### config.mk
export PLATFORM = sky130hd
export DESIGN_NAME = exc_entry_ctrl
export DESIGN_NICKNAME = d
export VERILOG_FILES = /design/src/rtl/exc_pkg.sv /design/src/rtl/exc_arbiter.sv /design/src/rtl/exc_state_calc.sv /design/src/rtl/exc_entry_ctrl.sv
export SDC_FILE = /design/constraint.sdc
export NUM_CORES = 1
export LEC_CHECK = 0
export BUFFER_PORTS_ARGS = -buffer_cell sky130_fd_sc_hd__buf_2
export CAP_MARGIN = 20
export CORE_UTILIZATION = 40
export DETAILED_ROUTE_END_ITERATION = 10
export GPL_TIMING_DRIVEN = 0
export PLACE_DENSITY_LB_ADDON = 0.15
export REMOVE_ABC_BUFFERS = 1
export SYNTH_ARGS = -nofsm -noshare
export SYNTH_HDL_FRONTEND = slang
export SYNTH_SLANG_ARGS = --single-unit
### constraint.sdc
create_clock -name clk -period 1.9 [get_ports clk]
set_input_delay 0.38 -clock clk [delete_from_list [all_inputs] [get_ports clk]]
set_output_delay 0.38 -clock clk [all_outputs]
set_load 0.02 [all_outputs]
### src/rtl/exc_pkg.sv
package exc_pkg;
  localparam int CAUSE_W = 4;
  localparam int SR_W    = 16;

  // status word bit positions
  localparam int SR_SUP = 0;
  localparam int SR_TKE = 1;
  localparam int SR_IRE = 2;
  localparam int SR_DMU = 5;
  localparam int SR_IMU = 6;
  localparam int SR_DSE = 13;
  localparam int SR_HPX = 14;

  typedef logic [CAUSE_W-1:0] cause_t;

  localparam cause_t C_NONE    = cause_t'(0);
  localparam cause_t C_TICK    = cause_t'(5);
  localparam cause_t C_ILLEGAL = cause_t'(7);
  localparam cause_t C_EXTINT  = cause_t'(8);
  localparam cause_t C_SYSCALL = cause_t'(12);
  localparam cause_t C_LAST    = cause_t'(14);
endpackage

### src/rtl/exc_arbiter.sv
module exc_arbiter
  import exc_pkg::*;
(
  input  logic   exc_req,
  input  cause_t exc_cause,
  input  logic   ext_irq,
  input  logic   tick_irq,
  input  logic   irq_en,
  input  logic   tick_en,
  output logic   take,
  output logic   unhandled,
  output cause_t cause
);
  logic code_ok;

  always_comb begin
    code_ok   = (exc_cause != C_NONE) && (exc_cause <= C_LAST);
    take      = 1'b0;
    unhandled = 1'b0;
    cause     = C_NONE;
    if (exc_req) begin
      take      = code_ok;
      unhandled = !code_ok;
      cause     = code_ok ? exc_cause : C_NONE;
    end else if (tick_irq && tick_en) begin
      take  = 1'b1;
      cause = C_TICK;
    end else if (ext_irq && irq_en) begin
      take  = 1'b1;
      cause = C_EXTINT;
    end
  end
endmodule

### src/rtl/exc_state_calc.sv
module exc_state_calc
  import exc_pkg::*;
#(
  parameter int XLEN = 32
) (
  input  cause_t            cause,
  input  logic [XLEN-1:0]   pc,
  input  logic              dslot,
  input  logic [SR_W-1:0]   sr,
  input  logic [XLEN-1:0]   evbar,
  input  logic              evbar_en,
  output logic [XLEN-1:0]   epcr_nxt,
  output logic              eear_ld,
  output logic [SR_W-1:0]   sr_nxt,
  output logic [XLEN-1:0]   vec
);
  localparam int          VEC_SH    = 8;
  localparam int          PAD_W     = XLEN - CAUSE_W - VEC_SH;
  localparam logic [XLEN-1:0] HI_PREFIX = {4'hF, {(XLEN-4){1'b0}}};
  localparam logic [XLEN-1:0] INSN_B    = XLEN'(4);

  logic [XLEN-1:0] ret_pc;

  always_comb begin
    ret_pc   = (cause == C_SYSCALL) ? pc + INSN_B : pc;
    epcr_nxt = dslot ? ret_pc - INSN_B : ret_pc;
    eear_ld  = (cause == C_ILLEGAL);

    sr_nxt          = sr;
    sr_nxt[SR_SUP]  = 1'b1;
    sr_nxt[SR_TKE]  = 1'b0;
    sr_nxt[SR_IRE]  = 1'b0;
    sr_nxt[SR_DMU]  = 1'b0;
    sr_nxt[SR_IMU]  = 1'b0;
    sr_nxt[SR_DSE]  = dslot;

    vec = {{PAD_W{1'b0}}, cause, {VEC_SH{1'b0}}};
    if (evbar_en)   vec = vec | evbar;
    if (sr[SR_HPX]) vec = vec | HI_PREFIX;
  end
endmodule

### src/rtl/exc_entry_ctrl.sv
module exc_entry_ctrl
  import exc_pkg::*;
#(
  parameter int XLEN = 32
) (
  input  logic              clk,
  input  logic              rst_n,
  input  logic              exc_req_i,
  input  logic [3:0]        exc_cause_i,
  input  logic              ext_irq_i,
  input  logic              tick_irq_i,
  input  logic [XLEN-1:0]   pc_i,
  input  logic              dslot_i,
  input  logic [15:0]       sr_i,
  input  logic [XLEN-1:0]   evbar_i,
  input  logic              evbar_en_i,
  input  logic              resv_set_i,
  output logic              take_o,
  output logic [3:0]        cause_o,
  output logic              unhandled_o,
  output logic [XLEN-1:0]   epcr_o,
  output logic [XLEN-1:0]   eear_o,
  output logic [15:0]       esr_o,
  output logic [15:0]       sr_o,
  output logic [XLEN-1:0]   pc_o,
  output logic              dflag_clr_o,
  output logic              pwr_clr_o,
  output logic              resv_valid_o
);
  logic            take_c, unh_c, eear_ld_c;
  cause_t          cause_c;
  logic [XLEN-1:0] epcr_c, vec_c;
  logic [SR_W-1:0] sr_c;

  // next-state values for the registers
  logic            take_n, unh_n, dfc_n, resv_n;
  cause_t          cause_n;
  logic [XLEN-1:0] epcr_n, eear_n, pc_n;
  logic [SR_W-1:0] esr_n, sr_n;

  exc_arbiter u_arb (
    .exc_req   (exc_req_i),
    .exc_cause (exc_cause_i),
    .ext_irq   (ext_irq_i),
    .tick_irq  (tick_irq_i),
    .irq_en    (sr_i[SR_IRE]),
    .tick_en   (sr_i[SR_TKE]),
    .take      (take_c),
    .unhandled (unh_c),
    .cause     (cause_c)
  );

  exc_state_calc #(.XLEN(XLEN)) u_calc (
    .cause    (cause_c),
    .pc       (pc_i),
    .dslot    (dslot_i),
    .sr       (sr_i),
    .evbar    (evbar_i),
    .evbar_en (evbar_en_i),
    .epcr_nxt (epcr_c),
    .eear_ld  (eear_ld_c),
    .sr_nxt   (sr_c),
    .vec      (vec_c)
  );

  always_comb begin
    take_n  = take_c;
    unh_n   = unh_c;
    cause_n = cause_c;
    dfc_n   = take_c && dslot_i;
    epcr_n  = epcr_o;
    eear_n  = eear_o;
    esr_n   = esr_o;
    sr_n    = sr_o;
    pc_n    = pc_o;
    resv_n  = resv_valid_o | resv_set_i;
    if (take_c) begin
      epcr_n = epcr_c;
      esr_n  = sr_i;
      sr_n   = sr_c;
      pc_n   = vec_c;
      resv_n = 1'b0;
      if (eear_ld_c) eear_n = pc_i;
    end
  end

  always_ff @(posedge clk or negedge rst_n) begin
    if (!rst_n) begin
      take_o       <= 1'b0;
      unhandled_o  <= 1'b0;
      cause_o      <= '0;
      dflag_clr_o  <= 1'b0;
      pwr_clr_o    <= 1'b0;
      resv_valid_o <= 1'b0;
      epcr_o       <= '0;
      eear_o       <= '0;
      esr_o        <= '0;
      sr_o         <= '0;
      pc_o         <= '0;
    end else begin
      take_o       <= take_n;
      unhandled_o  <= unh_n;
      cause_o      <= cause_n;
      dflag_clr_o  <= dfc_n;
      pwr_clr_o    <= take_n;
      resv_valid_o <= resv_n;
      if (take_c) begin
        epcr_o <= epcr_n;
        esr_o  <= esr_n;
        sr_o   <= sr_n;
        pc_o   <= pc_n;
      end
      if (take_c && eear_ld_c) eear_o <= eear_n;
    end
  end
endmodule

==> results of run 1 <==
==> cells in the mapped netlist, drive strengths merged, types with 11 or more instances <==
library cell	number
nor3	13
buf	45
nand2	163
o31ai	11
xnor2	22
nand4	23
mux2	33
o21ai	25
a21oi	12
xor2	12
nand3	51
clkbuf	23
nor4	21
nor2	24
and3	13
dfrtp	122
==> timing repair <==
item                       CTS  global route
pin swaps                   32            18
hold endpoints to repair    48             0
setup endpoints to repair   77            60
hold buffers                 1             0
resized for setup           86            17
cloned                       4             2
setup buffers               40             8
==> cell families after synthesis <==
logic type,count (synthesis),synth area share (%)
AND/OR/NAND/NOR,352,27.6
buffers and inverters,73,5.71
adder cells (fa/ha/maj),2,0.375
AO/OA/AOI/OAI,95,9.84
flip-flops,122,45.8
XOR/XNOR,34,4.47
multiplexers,37,6.18
other,1,0.0563
==> worst min-delay path: stages <==
cell     delay [ns]
buf_2          0.07
nand2_1        0.04
nand2_1        0.05
==> where the power goes <==
| group | total [uW] | switching [uW] | internal, uW | leakage [uW] |
|---|---|---|---|---|
| Combinational | 2030 | 1280 | 746 | 0.00265 |
| Clock | 3360 | 1260 | 2100 | 0.000289 |
| Sequential | 3140 | 173 | 2960 | 0.00150 |
==> routing by layer <==
layer | GRT usage, % | vias up | wire (um)
li1 | - | 3028 | -
met1 | 29.9 | 3052 | 8990
met2 | 40.6 | 272 | 10200
met3 | 5.93 | 30 | 1540
met4 | 8.38 | 0 | 404
met5 | 0 | - | 0
==> registers in the layout, summed over array words and instances (netlist names) <==
signal        flops
cause_o           4
dflag_clr_o       1
eear_o           32
epcr_o           32
esr_o            16
pc_o             32
pwr_clr_o         1
resv_valid_o      1
sr_o              2
unhandled_o       1
==> metrics by stage <==
stage / instance area [um^2] / hold WS, ns / utilization, %
floorplan: 6310 / 0.0844 / -
global placement: 7700 / 0.445 / 48.0
detailed placement: 7810 / 0.347 / 48.7
CTS: 9220 / 0.141 / 57.4
global route: 9390 / 0.164 / 58.5
finish: 9390 / 0.157 / 58.5
==> path summary, 6_finish.rpt <==
path                            startpoint          to  slack (ns)
max in group asynchronous            rst_n   eear_o[7]        0.69
min in group asynchronous            rst_n    pc_o[30]        0.47
worst min register to register    pc_o[25]    pc_o[25]        0.46
worst max-delay path             exc_req_i  epcr_o[30]       -0.81
worst max register to register  epcr_o[23]  epcr_o[23]        1.10
worst min-delay path               sr_i[5]    esr_o[5]        0.16
==> final cells by class <==
cell class | instances | area share (%)
repair buffers | 281 | 18.8
well taps | 216 | 2.88
flip-flops and latches | 122 | 32.5
clock inverters | 14 | 1.81
clock buffers | 18 | 4.68
inverters | 5 | 0.333
multi-input cells | 526 | 38.9
==> metrics.yaml, run 1 <==
drv_cap: 0
maxSlewViolCount: 0
die-height_um: 131
finalCritPeriodShare_pct: 142
grt_first_pass_wirelength_mm: 31.1
tightest_slew_ns: 0.681
track_usage_pct: 24.0
antennaDiodeCount: 0
crit_top_cell: "buf_4"
yosys.area.top_type: "dfrtp_1"
ant_nets: 0
final-seq-area_um2: 3050
root_buffer: "clkbuf_16"
multi_input_area_um2: 3660
yosys_warnings: 0
antenna_found_initial: 0
fin_skew_ns: 0
synthesis.area_um2: 6660
synth_cell_types: 71
clk_path_buf_depth: 2
vias: 6382
port_buffers: 224
syn2layout_area_growth_pct: 40.9
crit_fanout: 10
avgSynthCellArea_um2: 9.31
rsz0062_at_grt: "true"
setup_viol_count_final: 25
layout_commonest_cell: "buf_2"
hold_viol: 0
cts-buffers-inserted: 17
synth_edf_count: 0
grt-ovfl-total: 0
clock_latency_ns: 0.41
drc: 0
hp-class: "input pin to flip-flop"
fin_nets: 1047
min_path_cells: 3
drt-total-wl_mm: 21.1
critical_path_class: "input pin to flip-flop"
die_w_um: 131
grt_max_degree: 75
fin_cells: 1182
ys_seq_area_share_pct: 45.8
place_hpwl_mm: 13.2
wire_per_inst_um: 17.9
ys_async_sr_fraction_pct: 100
crit_slowest_cell: "or4b_4"
ys.flop_type: "dfrtp_1"
place_congestion: 0.833
drt_iter0_drc: 332
cts_htree_levels: 4
finalWorstSetupSlack_ns: -0.806
pre_cts_ws_ns: -1.67
power_density_nw_per_um2: 908
ioPinCount: 229
timing.slew.headroom_pct: 54.2
synth_area_leaders: "dfrtp_1 (46%), nand2_1 (9.2%), mux2_2 (5.6%)"
run_status: "finished with violations"
fmax_mhz: 370
rows: 46
initial_core_util_pct: 41.5
fp.coreArea_um2: 16100
cts_tree: "done"
cpPeakStageDelay_ns: 0.56
cp_data_required_time_ns: 2.22
cp-start-kind: "input pin"
nFillCells: 1396
synthCells: 716
path_clk_slew_ns: 0.06
cellLeakagePower_uw: 0.00444
ir_drop_v: 0.000560
ys_ff_latch: 122
violations: "setup timing"
grt_pass1_vias: 5865
firstDrtPassIters: 8
yosysTopAreaCellShare_pct: 45.8
path_cells: "buf_4 > and4bb_4 > buf_4 > bufbuf_16 > a211oi_2 > a31oi_1 > or4_4 > or4b_4 > o31a_1 > o31ai_1"
path_buf_inv: 3
cp-end-kind: "flip-flop"
path_delay_family: "simple AND/OR/NAND/NOR gates"
fin_crit_ns: 2.71
cp_num_cells: 10
die_area_um2: 17200
cts_sinks: 122
drive_gt1_share_pct: 43.2
placed_cells: 1096
ff2ff_path_depth: 1
critPathArrivalTime_ns: 3.03
final_cell_mix: "buf_2 (214), nand2_1 (161), dfrtp_1 (122)"
power.total_uw: 8530
vias_per_cell: 5.40
fin_setup_tns_ns: -14.61
(Power assumes the default switching activity.)
==> run 2: changes to the inputs <==
--- a/config.mk
+++ b/config.mk
@@ -12,6 +12,7 @@
 export GPL_TIMING_DRIVEN = 0
 export PLACE_DENSITY_LB_ADDON = 0.15
 export REMOVE_ABC_BUFFERS = 1
+export SETUP_SLACK_MARGIN = 0.02
 export SYNTH_ARGS = -nofsm -noshare
 export SYNTH_HDL_FRONTEND = slang
 export SYNTH_SLANG_ARGS = --single-unit
==> run 2 against run 1 <==
Net effect: the run still ends with setup timing left; core utilization up 0.92 points; final area up 1.6%; combinational power about the same; wire length up 0.52%; cell count up 1.0%; sequential power about the same; power up 0.38%; fmax down 0.57%; critical path type unchanged; critical endpoint unchanged.
==> metrics.yaml, run 2 (synthesis gave the netlist of run 1 again) <==
placed_cells: 1096  # unchanged
ant_nets: 0  # unchanged
grt-ovfl-total: 0  # unchanged
fin_cells: 1194  # +1.0%
crit_path_start: "exc_cause_i[2]"
internal_power_uw: 5830  # +0.28%
ir_drop_v: 0.000561  # +0.23%
hp-class: "input pin to flip-flop"
initial_core_util_pct: 41.5  # unchanged
setup_viol_count_final: 25  # unchanged
rows: 46  # unchanged
power_density_nw_per_um2: 897  # -1.2%
tightest_slew_ns: 0.675  # -0.00627 ns
postPlaceCellArea_um2: 7810  # unchanged
firstDrtPassIters: 5  # -3
p_switching_uw: 2730  # +0.58%
finalCritPeriodShare_pct: 143  # +0.82 points
wire_per_inst_um: 17.8  # -0.49%
utilization_pct: 59.4  # +0.92 points
run_status: "finished with violations"
antenna_found_initial: 0  # unchanged
track_usage_pct: 24.3  # +0.26 points
drt_iter0_drc: 345  # +3.9%
critical_path_class: "input pin to flip-flop"
drt-total-wl_mm: 21.2  # +0.52%
drv_cap: 0  # unchanged
reg.largest.list: "eear_o x32, epcr_o x32, pc_o x32"
grt_first_pass_wirelength_mm: 31.3  # +0.78%
die_area_um2: 17200  # unchanged
vias: 6479  # +1.5%
drc: 0  # unchanged
antennaDiodeCount: 0  # unchanged
fmax_mhz: 367  # -0.57%
min_path_cells: 3  # unchanged
path_clk_slew_ns: 0.06  # about the same
nFillCells: 1368  # -2.0%
reg2reg_to: "epcr_o[23]"
rrSetupSlack_ns: 1.10  # about the same
cp-end-kind: "flip-flop"
cts_tree: "done"
final_cell_mix: "buf_2 (213), nand2_1 (161), dfrtp_1 (122)"
critPathArrivalTime_ns: 3.04  # about the same
cp-start-kind: "input pin"
place_congestion: 0.833  # unchanged
timing.slew.headroom_pct: 54.6  # +0.42 points
place_hpwl_mm: 13.2  # unchanged
die-height_um: 131  # unchanged
finalWorstSetupSlack_ns: -0.821  # -0.0156 ns
cts-buffers-inserted: 17  # unchanged
clk_path_buf_depth: 2  # unchanged
fin_crit_ns: 2.72  # +0.0156 ns
ioPinCount: 229  # unchanged
crit_end: "epcr_o[30]"
rr_startpoint: "epcr_o[23]"
syn2layout_area_growth_pct: 43.1
drive_gt1_share_pct: 44.1  # +0.90 points
root_buffer: "clkbuf_16"
vias_per_cell: 5.43  # +0.50%
grt_pass1_vias: 5877  # +0.20%
rsz0062_at_grt: "true"
cellLeakagePower_uw: 0.00453  # +2.1%
cp_data_required_time_ns: 2.22  # about the same
hold_viol: 0  # unchanged
maxSlewViolCount: 0  # unchanged
violations: "setup timing"
pwr-share-clk_pct: 39.4  # about the same
swShare_pct: 31.9  # +0.065 points
pre_cts_ws_ns: -1.67  # unchanged
layout_commonest_cell: "buf_2"
die_w_um: 131  # unchanged
comb_power_share_pct: 24.0  # +0.2 points
crit_fanout: 9  # -1
ff2ff_path_depth: 1  # unchanged
power_frac_seq_pct: 36.7  # about the same
fin_nets: 1059  # +1.1%
fin_skew_ns: 0  # unchanged
fp.coreArea_um2: 16100  # unchanged
cts_sinks: 122  # unchanged
clock_latency_ns: 0.42  # about the same
grt_max_degree: 75  # unchanged
port_buffers: 224  # unchanged
cts_htree_levels: 4  # unchanged
final_cell_area_um2: 9540  # +1.6%
==> run 2: worst min-delay path by stage <==
| stage | to | slack [ns] | start |
|---|---|---|---|
| after global placement | sr_o[0] | 0.45 | sr_o[0] |
| final | esr_o[5] | 0.15 | sr_i[5] |
| after global routing | esr_o[7] | 0.16 | sr_i[7] |
| after floorplan | cause_o[0] | 0.08 | rst_n |
| after detailed placement | pc_o[30] | 0.35 | rst_n |
| after CTS | esr_o[15] | 0.14 | sr_i[15] |
==> run 2: critical path, cell delays in order <==
cell	delay, ns
buf_4	0.15
and4bb_4	0.24
buf_4	0.15
bufbuf_16	0.26
a211oi_2	0.17
a31oi_1	0.07
or4_4	0.52
or4b_4	0.55
o31a_1	0.32
o31ai_1	0.22
==> run 2: stage by stage <==
stage / setup TNS, ns / total power (uW) / hold WS [ns]
CTS: -14.34 / 8590 / 0.141
floorplan: -210.54 / 4230 / 0.0844
global route: -17.69 / 8940 / 0.162
global placement: -571.19 / 5020 / 0.445
detailed placement: -98.05 / 5050 / 0.347
finish: -15.39 / 8560 / 0.153
==> run 2: cell type report <==
cell class	count	area, um^2	share of cell area (%)
Timing Repair Buffer	293	1880	19.7
Sequential cell	122	3050	32.0
Inverter	5	31.3	0.328
Multi-Input combinational cell	526	3690	38.7
Clock buffer	18	439	4.60
Tap cell	216	270	2.83
Clock inverter	14	170	1.78
==> run 2: layer usage <==
metal | vias to the layer above | wire (um) | track usage, % | share of wire [%]
met3 | 31 | 1610 | 6.62 | 7.6
met1 | 3131 | 8990 | 29.9 | 42
met4 | 0 | 382 | 8.59 | 1.8
li1 | 3051 | - | - | -
met5 | - | 0 | 0 | 0
met2 | 266 | 10200 | 41.0 | 48
==> run 2: power by group through the flow <==
stage	clock network (uW)	logic, uW	registers [uW]
4_1_cts	3430	2020	3140
3_5_place_dp	0	1870	3180
3_3_place_gp	0	1850	3170
5_1_grt	3540	2220	3190
2_1_floorplan	0	546	3680
6_report	3370	2050	3140
==> run 2: timing repair <==
action | 4_1_cts | 5_1_grt
setup endpoints to repair | 77 | 40
gates resized for setup | 88 | 23
cloned | 5 | 1
setup buffers | 40 | 19
hold buffers | 1 | 0
hold endpoints to repair | 48 | 0
pin swaps | 31 | 23
